### config.mk
export PLATFORM = sky130hd
export DESIGN_NAME = exc_accept
export DESIGN_NICKNAME = d
export VERILOG_FILES = /design/src/rtl/exc_pkg.sv /design/src/rtl/exc_aerr_latch.sv /design/src/rtl/exc_nmi_latch.sv /design/src/rtl/exc_irq_arb.sv /design/src/rtl/exc_accept.sv
export SDC_FILE = /design/constraint.sdc
export NUM_CORES = 1
export LEC_CHECK = 0
export ABC_AREA = 1
export BUFFER_PORTS_ARGS = -buffer_cell sky130_fd_sc_hd__buf_2
export CORE_UTILIZATION = 49
export DETAILED_ROUTE_END_ITERATION = 10
export HOLD_SLACK_MARGIN = 0.05
export PLACE_DENSITY = 0.88
export SYNTH_ARGS = -nofsm -noshare
export SYNTH_HDL_FRONTEND = slang
export SYNTH_SLANG_ARGS = --single-unit
### constraint.sdc
create_clock -name clk -period 5.05 [get_ports clk]
set_input_delay 0.7575 -clock clk [delete_from_list [all_inputs] [get_ports clk]]
set_output_delay 0.7575 -clock clk [all_outputs]
set_load 0.005 [all_outputs]
### src/rtl/exc_pkg.sv
package exc_pkg;

  typedef enum logic [2:0] {
    EV_NONE = 3'd0,
    EV_AERR = 3'd1,
    EV_NMI  = 3'd2,
    EV_IRL  = 3'd3,
    EV_IRQ  = 3'd4
  } ev_kind_t;

  localparam int SR_W     = 7;
  localparam int SR_BL    = 6;
  localparam int LVL_W    = 4;
  localparam int CODE_W   = 12;

  // misalignment test on the two low address bits
  function automatic logic misaligned(input logic is_long, input logic [1:0] lo);
    return is_long ? (lo != 2'b00) : lo[0];
  endfunction

  // code for an encoded-level interrupt: 0x200 + level * 0x20
  function automatic logic [CODE_W-1:0] level_code(input logic [LVL_W-1:0] lvl);
    return 12'h200 + {3'b000, lvl, 5'b00000};
  endfunction

  // SR after acceptance: BL, MD, RB forced high, mask kept
  function automatic logic [SR_W-1:0] entry_sr(input logic [SR_W-1:0] sr);
    return {3'b111, sr[3:0]};
  endfunction

endpackage

### src/rtl/exc_aerr_latch.sv
module exc_aerr_latch (
  input  logic       clk,
  input  logic       rst_n,
  input  logic       dma_valid,
  input  logic       dma_long,
  input  logic [1:0] dma_addr_lo,
  input  logic       clr,
  output logic       pend
);
  import exc_pkg::*;

  logic bad_access;
  assign bad_access = dma_valid && misaligned(dma_long, dma_addr_lo);

  always_ff @(posedge clk) begin
    if (!rst_n) pend <= 1'b0;
    else        pend <= (pend && !clr) || bad_access;
  end
endmodule

### src/rtl/exc_nmi_latch.sv
module exc_nmi_latch (
  input  logic clk,
  input  logic rst_n,
  input  logic pin,
  input  logic clr,
  output logic pend
);
  logic pin_q;
  logic rise;
  assign rise = pin && !pin_q;

  always_ff @(posedge clk) begin
    if (!rst_n) begin
      pin_q <= 1'b0;
      pend  <= 1'b0;
    end else begin
      pin_q <= pin;
      pend  <= (pend && !clr) || rise;
    end
  end
endmodule

### src/rtl/exc_irq_arb.sv
module exc_irq_arb #(
  parameter int NIRQ = 4,
  parameter int PW   = 4,
  parameter int IW   = (NIRQ > 1) ? $clog2(NIRQ) : 1
) (
  input  logic [NIRQ-1:0]    req,
  input  logic [NIRQ*PW-1:0] prio,
  input  logic [PW-1:0]      imask,
  output logic               hit,
  output logic [IW-1:0]      idx
);
  logic [PW-1:0] best;

  // scanned from the top index down; ">=" lets a lower index take a tie
  always_comb begin
    hit  = 1'b0;
    idx  = '0;
    best = '0;
    for (int i = NIRQ - 1; i >= 0; i--) begin
      if (req[i] && (prio[i*PW +: PW] > imask) &&
          (!hit || (prio[i*PW +: PW] >= best))) begin
        hit  = 1'b1;
        best = prio[i*PW +: PW];
        idx  = IW'(i);
      end
    end
  end
endmodule

### src/rtl/exc_accept.sv
module exc_accept #(
  parameter int           NIRQ          = 4,
  parameter logic [11:0]  AERR_CODE     = 12'h5C0,
  parameter logic [11:0]  NMI_CODE      = 12'h1C0,
  parameter logic [11:0]  IRQ_CODE_BASE = 12'h600,
  parameter logic [31:0]  EXC_OFFSET    = 32'h0000_0100,
  parameter logic [31:0]  INT_OFFSET    = 32'h0000_0600
) (
  input  logic                 clk,
  input  logic                 rst_n,
  input  logic                 boundary,
  input  logic                 nmi_pin,
  input  logic [3:0]           irl_lvl,
  input  logic [NIRQ-1:0]      irq_req,
  input  logic [NIRQ*4-1:0]    irq_prio,
  input  logic                 dma_valid,
  input  logic                 dma_long,
  input  logic [1:0]           dma_addr_lo,
  input  logic [6:0]           sr_in,
  input  logic [31:0]          vbr,
  input  logic [31:0]          next_pc,
  output logic                 take,
  output logic [31:0]          save_pc,
  output logic [6:0]           save_sr,
  output logic [6:0]           new_sr,
  output logic                 expevt_we,
  output logic                 intevt_we,
  output logic [11:0]          evt_code,
  output logic [31:0]          branch_pc
);
  import exc_pkg::*;

  localparam int PW = LVL_W;
  localparam int IW = (NIRQ > 1) ? $clog2(NIRQ) : 1;

  // named internal events
  logic          aerr_pend, nmi_pend;
  logic          aerr_clr,  nmi_clr;
  logic          irq_hit;
  logic [IW-1:0] irq_idx;
  logic          int_open;
  logic          nmi_ok, irl_ok, irq_ok;
  logic          gate, accept;
  ev_kind_t      kind;
  logic [11:0]   code_d;
  logic [31:0]   target_d;

  exc_aerr_latch u_aerr (
    .clk(clk), .rst_n(rst_n), .dma_valid(dma_valid), .dma_long(dma_long),
    .dma_addr_lo(dma_addr_lo), .clr(aerr_clr), .pend(aerr_pend)
  );

  exc_nmi_latch u_nmi (
    .clk(clk), .rst_n(rst_n), .pin(nmi_pin), .clr(nmi_clr), .pend(nmi_pend)
  );

  exc_irq_arb #(.NIRQ(NIRQ), .PW(PW), .IW(IW)) u_arb (
    .req(irq_req), .prio(irq_prio), .imask(sr_in[3:0]),
    .hit(irq_hit), .idx(irq_idx)
  );

  function automatic logic [11:0] irq_code(input logic [IW-1:0] i);
    return IRQ_CODE_BASE + 12'({i, 5'b00000});
  endfunction

  assign int_open = !sr_in[SR_BL];
  assign nmi_ok   = nmi_pend && int_open;
  assign irl_ok   = int_open && (irl_lvl != 4'd0) && (irl_lvl > sr_in[3:0]);
  assign irq_ok   = int_open && irq_hit;
  assign gate     = boundary && !take;

  always_comb begin
    kind     = EV_NONE;
    code_d   = '0;
    target_d = vbr + INT_OFFSET;
    if (aerr_pend) begin
      kind     = EV_AERR;
      code_d   = AERR_CODE;
      target_d = vbr + EXC_OFFSET;
    end else if (nmi_ok) begin
      kind   = EV_NMI;
      code_d = NMI_CODE;
    end else if (irl_ok) begin
      kind   = EV_IRL;
      code_d = level_code(irl_lvl);
    end else if (irq_ok) begin
      kind   = EV_IRQ;
      code_d = irq_code(irq_idx);
    end
  end

  assign accept   = gate && (kind != EV_NONE);
  assign aerr_clr = accept && (kind == EV_AERR);
  assign nmi_clr  = accept && (kind == EV_NMI);

  always_ff @(posedge clk) begin
    if (!rst_n) begin
      take      <= 1'b0;
      save_pc   <= '0;
      save_sr   <= '0;
      new_sr    <= '0;
      expevt_we <= 1'b0;
      intevt_we <= 1'b0;
      evt_code  <= '0;
      branch_pc <= '0;
    end else begin
      take      <= accept;
      expevt_we <= accept && (kind == EV_AERR);
      intevt_we <= accept && (kind != EV_AERR);
      if (accept) begin
        save_pc   <= next_pc;
        save_sr   <= sr_in;
        new_sr    <= entry_sr(sr_in);
        evt_code  <= code_d;
        branch_pc <= target_d;
      end
    end
  end
endmodule

Yosys cells after proc, flatten, opt, wreduce, memory -nomap -nowiden
Cells that the tools add are included.
W data, S select, Z words.

storage, ports and cells
  register bits after elaboration = 94
  word-level logic and storage cells = 83
  bits of input ports = 103
  output and inout bits = 93

operators by class
  reduce and logical (&&, ||, !) cells = 36
  add/sub/neg operators = 4
  $lt $le $gt $ge = 8
  equality and inequality tests = 3
  mux-type cells = 21

operator list
  kind                      number
  $mux W12                  4
  $add A32 B11 Y32 const B  1
  $add A32 B9 Y32 const B   1
  $mux W32                  1
  $gt A4 B4 Y1              5
  $logic_and A1 B1 Y1       20
  $add A11 B7 Y12 const A   1
  $ge A4 B4 Y1              3
  $mux W3                   4
  $mux W4                   3
  $add A10 B9 Y11 const A   1
  $logic_not A1 Y1          8
  $mux W2                   4
  $logic_or A1 B1 Y1        5
  $mux W1                   5
  $reduce_bool A4 Y1        1
  $eq A3 B1 Y1 const B      1
  $eq A3 B2 Y1 const B      1
  $ne A3 B1 Y1 const B      1
  $reduce_bool A3 Y1        1
  $reduce_bool A2 Y1        1

Longest topological paths before layout
  depth after elaboration = 26
  mapped depth = 38
  gate-level depth less buffers = 38

By module
Synthesis repeated with hierarchy kept, for this count alone.

second synthesis, totals
  cell total of the unflattened synthesis = 754
  area, all modules = 5157.4 um^2

by module, submodules not included
  module          area each (um^2)  cells each  times used  seq. area each (um^2)
  exc_accept      4056.4            571         1           1621.6
  exc_irq_arb     977.2             165         1           0.0
  exc_nmi_latch   68.8              9           1           40.0
  exc_aerr_latch  55.1              9           1           20.0

Worst setup path after synthesis
No wires, ideal clock.

  path type = input to register
  start = input sr_in[3]
  end = register evt_code[5]
  arrival time = 4.486 ns
  cell stages on the path = 32
  setup slack = 0.494 ns
  library setup time = 0.070 ns
  data required time = 4.980 ns
  buffers on the path = 0
  cell sequence = inv_1 ha_1 nand2_1 o21a_1 nand2_2 inv_1 nand2_1 ha_1 a21o_1 a31oi_1 nand2_1 nand2_1 nand3_1 nand2_1 inv_1 ha_1 a21oi_1 o211ai_1 o21bai_2 o21ai_0 ha_1 nand2_1 inv_1 nand2_1 nand2_1 nor2_1 o211ai_1 nor2_1 nand2_1 nand2_1 nand2_1 a21oi_1

on the way
  word-level cells in the longest chain between the ends = 22
  elaborated cells on any way between the ends = 45
  those cells by class = add/sub: 1; order compare: 8; mux: 19; reduce/logical: 17

RTL lines
  what                                                   line               text
  start: declaration                                     exc_accept.sv:19   input logic [6:0] sr_in,
  branches (longest 22 deep; another with $gt A4 B4 Y1)  --
  end signal: assignment                                 exc_accept.sv:114  evt_code <= code_d;
  end: declaration                                       exc_accept.sv:28   output logic [11:0] evt_code,

Parallel ways; which one is timed is not known.
A chain may end at the register's enable or synchronous reset.

Worst setup path after layout
  start = input sr_in[3]
  end = register evt_code[6]

The elaborated chain is that of the path after synthesis.

==> results.txt <==
----------------------------------------------------
[Floorplanning]
  Top-level port count ... a little under 200
  Die height ... around 100 µm
  Core footprint ... 9240 µm²
  Initial standard-cell utilization of the core ... between 50% and 60%
  Die area ... 9920 µm²
  Die span in x ... approximately 100 µm
  Total number of placement rows ... 35

[Cells and area]
  Number of cells in the finished layout apart from fillers ... between 900 and 1000
  Number of diodes ... 0
  Number of fill cells in the layout ... ~870
  Area taken by multi-input logic gates ... 2550 µm²
  Total Nets Final ... 968
  Ratio of cells with drive above 1 in the final layout ... 30.3%
  Area delta synth->final ... 24.4%
  Seq. cell area ... between 1500 and 2000 µm²
  Post-layout utilization of the core ... 62.8%

[STA]
  Final worst path period need ... 4570 ps
  Final worst path period share ... approximately nine tenths
  Count of final max-slew check failures ... 0
  Worst hold slack ... 433 ps
  Hold Vio Cnt, Final ... 0
  Worst Skew ... approximately 9.7 ps
  Worst-margin pin slew ... between 600 and 700 ps
  Setup TNS ... 0 ps
  Headroom to the max-slew limit ... roughly 55%
  Setup repair after global routing missed its margin ... false
  Highest Clock Rate ... roughly 220 MHz
  Final setup violation count ... 0

[Power]
  Static leakage power ... roughly 3 nW
  Final Total Pwr ... 1.68 mW
  Areal power density over the cells ... just under 300 nW/µm²
  Peak VDD IR ... ~0.20 mV

[Worst setup path]
  Element type at the critical path start ... input port
  Worst setup path startpoint ... sr_in[3]
  Nature of the critical path endpoint ... flip-flop
  CP Class ... input port to flip-flop
  Most prevalent standard cell on the critical path ... nand2_1
  Worst reg2reg path startpoint ... u_aerr.pend$_SDFF_PN0_
  Arrival @ worst endpoint ... a little under 5000 ps
  Worst Path Max Fanout ... 6
  Delay contributed by the slowest stage of the critical path ... 330 ps
  Required time of the critical path ... approximately 5300 ps
  Slowest library cell on the worst path ... o211ai_1

[Logic synthesis]
  Number of warnings issued by yosys ... 0
  Number of synthesized register bits ... 84
  Fraction of the yosys area taken by sequential cells ... between 30% and 40%
  Async S/R FF share, synth ... 0%
  Avg Synthesized Cell Area ... roughly 7.1 µm²
  Total standard cell area after synthesis ... between 4000 and 5000 µm²
  Number of cells produced by synthesis ... between 600 and 700
  Count of different cell masters after synthesis ... 35
  Number of synthesized flops with an enable pin ... 0
  Top flip-flop cell by instance count after synthesis ... dfxtp_1

[Global route]
  Overall track demand over capacity in global routing ... roughly a quarter
  Pin count of the biggest net entering global routing ... 79
  Vias in the first global route ... 4175
  First-pass GRT wire length ... approximately 19000 µm
  Antenna violations before repair ... 0
  Grt ovf ... 0

[Worst hold path]
  Tightest Hold Check Type ... flip-flop to flip-flop
  Hold path startpoint ... u_nmi.pin_q$_SDFF_PN0_

[Drt]
  Vias per std cell ... about 4.9
  Count of unresolved DRC violations after routing ... 0
  Count of vias placed by the detailed router ... around 4700
  Routed wire length ... 11800 µm
  Post-detailed-route wirelength per cell ... about 12 µm
  Number of search-and-repair iterations in the first detailed-routing pass ... 4
  Starting DRC count in detailed routing ... 191
  Antenna viol nets, final ... 0

[Place]
  Count of port buffers added during placement ... roughly 190
  HPWL after detailed placement ... ~9000 µm
  Total instance count after detailed placement ... about 950
  Final Wtd Congestion ... 0.922

[Clock tree]
  CTS tree ... built
  CTS sink cnt ... 84
  Number of buffers created by CTS ... 9
  Quantity of hold-fixing buffers added after cts ... 0
  Clock latency on the worst-skew pair ... between 300 and 400 ps
  Clock edge transition at the registers on the reported setup and hold paths ... 90 ps
  Clock root cell ... clkbuf_8
  Number of post-CTS setup repair buffers ... 0
  Maximum count of clock buffers along a single path ... 2
  Post-CTS Resized ... 0
  Level count of the clock H-tree ... 3

[Run status]
  Run status ... finished, final reports clean

[Job]
  Number of maximum-capacitance violations ... 0

----------------------------------------------------
[cell type report]
| type | instances | share of cell area, % |
|---|---|---|
| Timing Repair Buffer | 195 | 17.1 |
| Multi-Input combinational cell | 475 | 44.0 |
| Clock buffer | 10 | 2.20 |
| Inverter | 65 | 4.20 |
| Tap cell | 129 | 2.78 |
| Clock inverter | 6 | 0.819 |
| Sequential cell | 84 | 29.0 |
[cells in the mapped netlist (7+ instances only)]
cell / count / area share [%]
ha_1: 35 / 9.4
buf_4: 13 / 2.1
nand4_1: 8 / 1.1
o21ai_0: 84 / 9.0
xor2_1: 14 / 2.6
a21oi_1: 19 / 2.0
clkbuf_1: 7 / 0.56
nand2_1: 103 / 8.3
nor2_2: 31 / 4.2
buf_2: 11 / 1.2
dfxtp_1: 84 / 36
inv_1: 64 / 5.1
nor2_1: 122 / 9.8
nand3_1: 19 / 2.0
[flip-flops by register name, indices dropped and copies added (netlist names)]
| name | flops |
|---|---|
| expevt_we | 1 |
| u_nmi.pend | 1 |
| new_sr | 1 |
| evt_code | 6 |
| save_pc | 32 |
| intevt_we | 1 |
| u_aerr.pend | 1 |
| save_sr | 7 |
| u_nmi.pin_q | 1 |
| branch_pc | 32 |
| take | 1 |
[worst max-delay path: cells and delay by family]
kind,cells,cell delay (ps)
and+or+nand+nor,14,1040
adders and majority gates,4,1150
AOI/OAI and AO/OA,9,1400
buffers and inverters,5,440
[metal layers]
metal  GRT usage (%)  routed length, µm  vias up
met4            10.7                363        0
met1            27.6               5200     2042
met5               0                  0        -
met2            39.9               5430      184
li1                -                  -     2427
met3            5.76                812       27
[cells by family (layout without fill, tap and decap cells)]
group | Yosys count | count (layout) | share of synthesized area [%]
buffers and inverters | 101 | 276 | 10.1
other | 1 | 6 | 0.0804
AND/OR/NAND/NOR | 298 | 298 | 27.6
adder cells (fa/ha/maj) | 35 | 35 | 9.38
XOR/XNOR | 19 | 19 | 3.57
flip-flops | 84 | 84 | 36.0
AO/OA/AOI/OAI | 116 | 117 | 13.2
[power by group]
part | switching, mW | total (mW) | internal, mW
Combinational | 0.269 | 0.466 | 0.198
Sequential | 0.0418 | 0.780 | 0.738
Clock | 0.247 | 0.429 | 0.182
[placed cells by master (no fill, tap or decap), drive strengths merged, types with 14 or more instances in the layout]
cell type / n
a21oi: 19
ha: 35
dfxtp: 84
nand3: 20
nand2: 107
buf: 195
o21ai: 85
xor2: 14
inv: 67
nor2: 153
[metrics by stage]
stage	area, µm²	setup WS [ps]
CTS	5790	407
global placement	5610	171
global route	5810	20.3
finish	5810	478
detailed placement	5610	33.6
floorplan	4690	494
[path summary, 6_finish.rpt]
path                                 to  slack [ps]  cells past startpoint
max            evt_code[6]$_SDFFE_PN0P_         480                     32
min reg2reg       u_nmi.pend$_SDFF_PN0_         430                      1
min               u_nmi.pend$_SDFF_PN0_         430                      1
max reg2reg  branch_pc[29]$_SDFFE_PN0P_        2720                      8
Power figures use the tool's default switching activity.
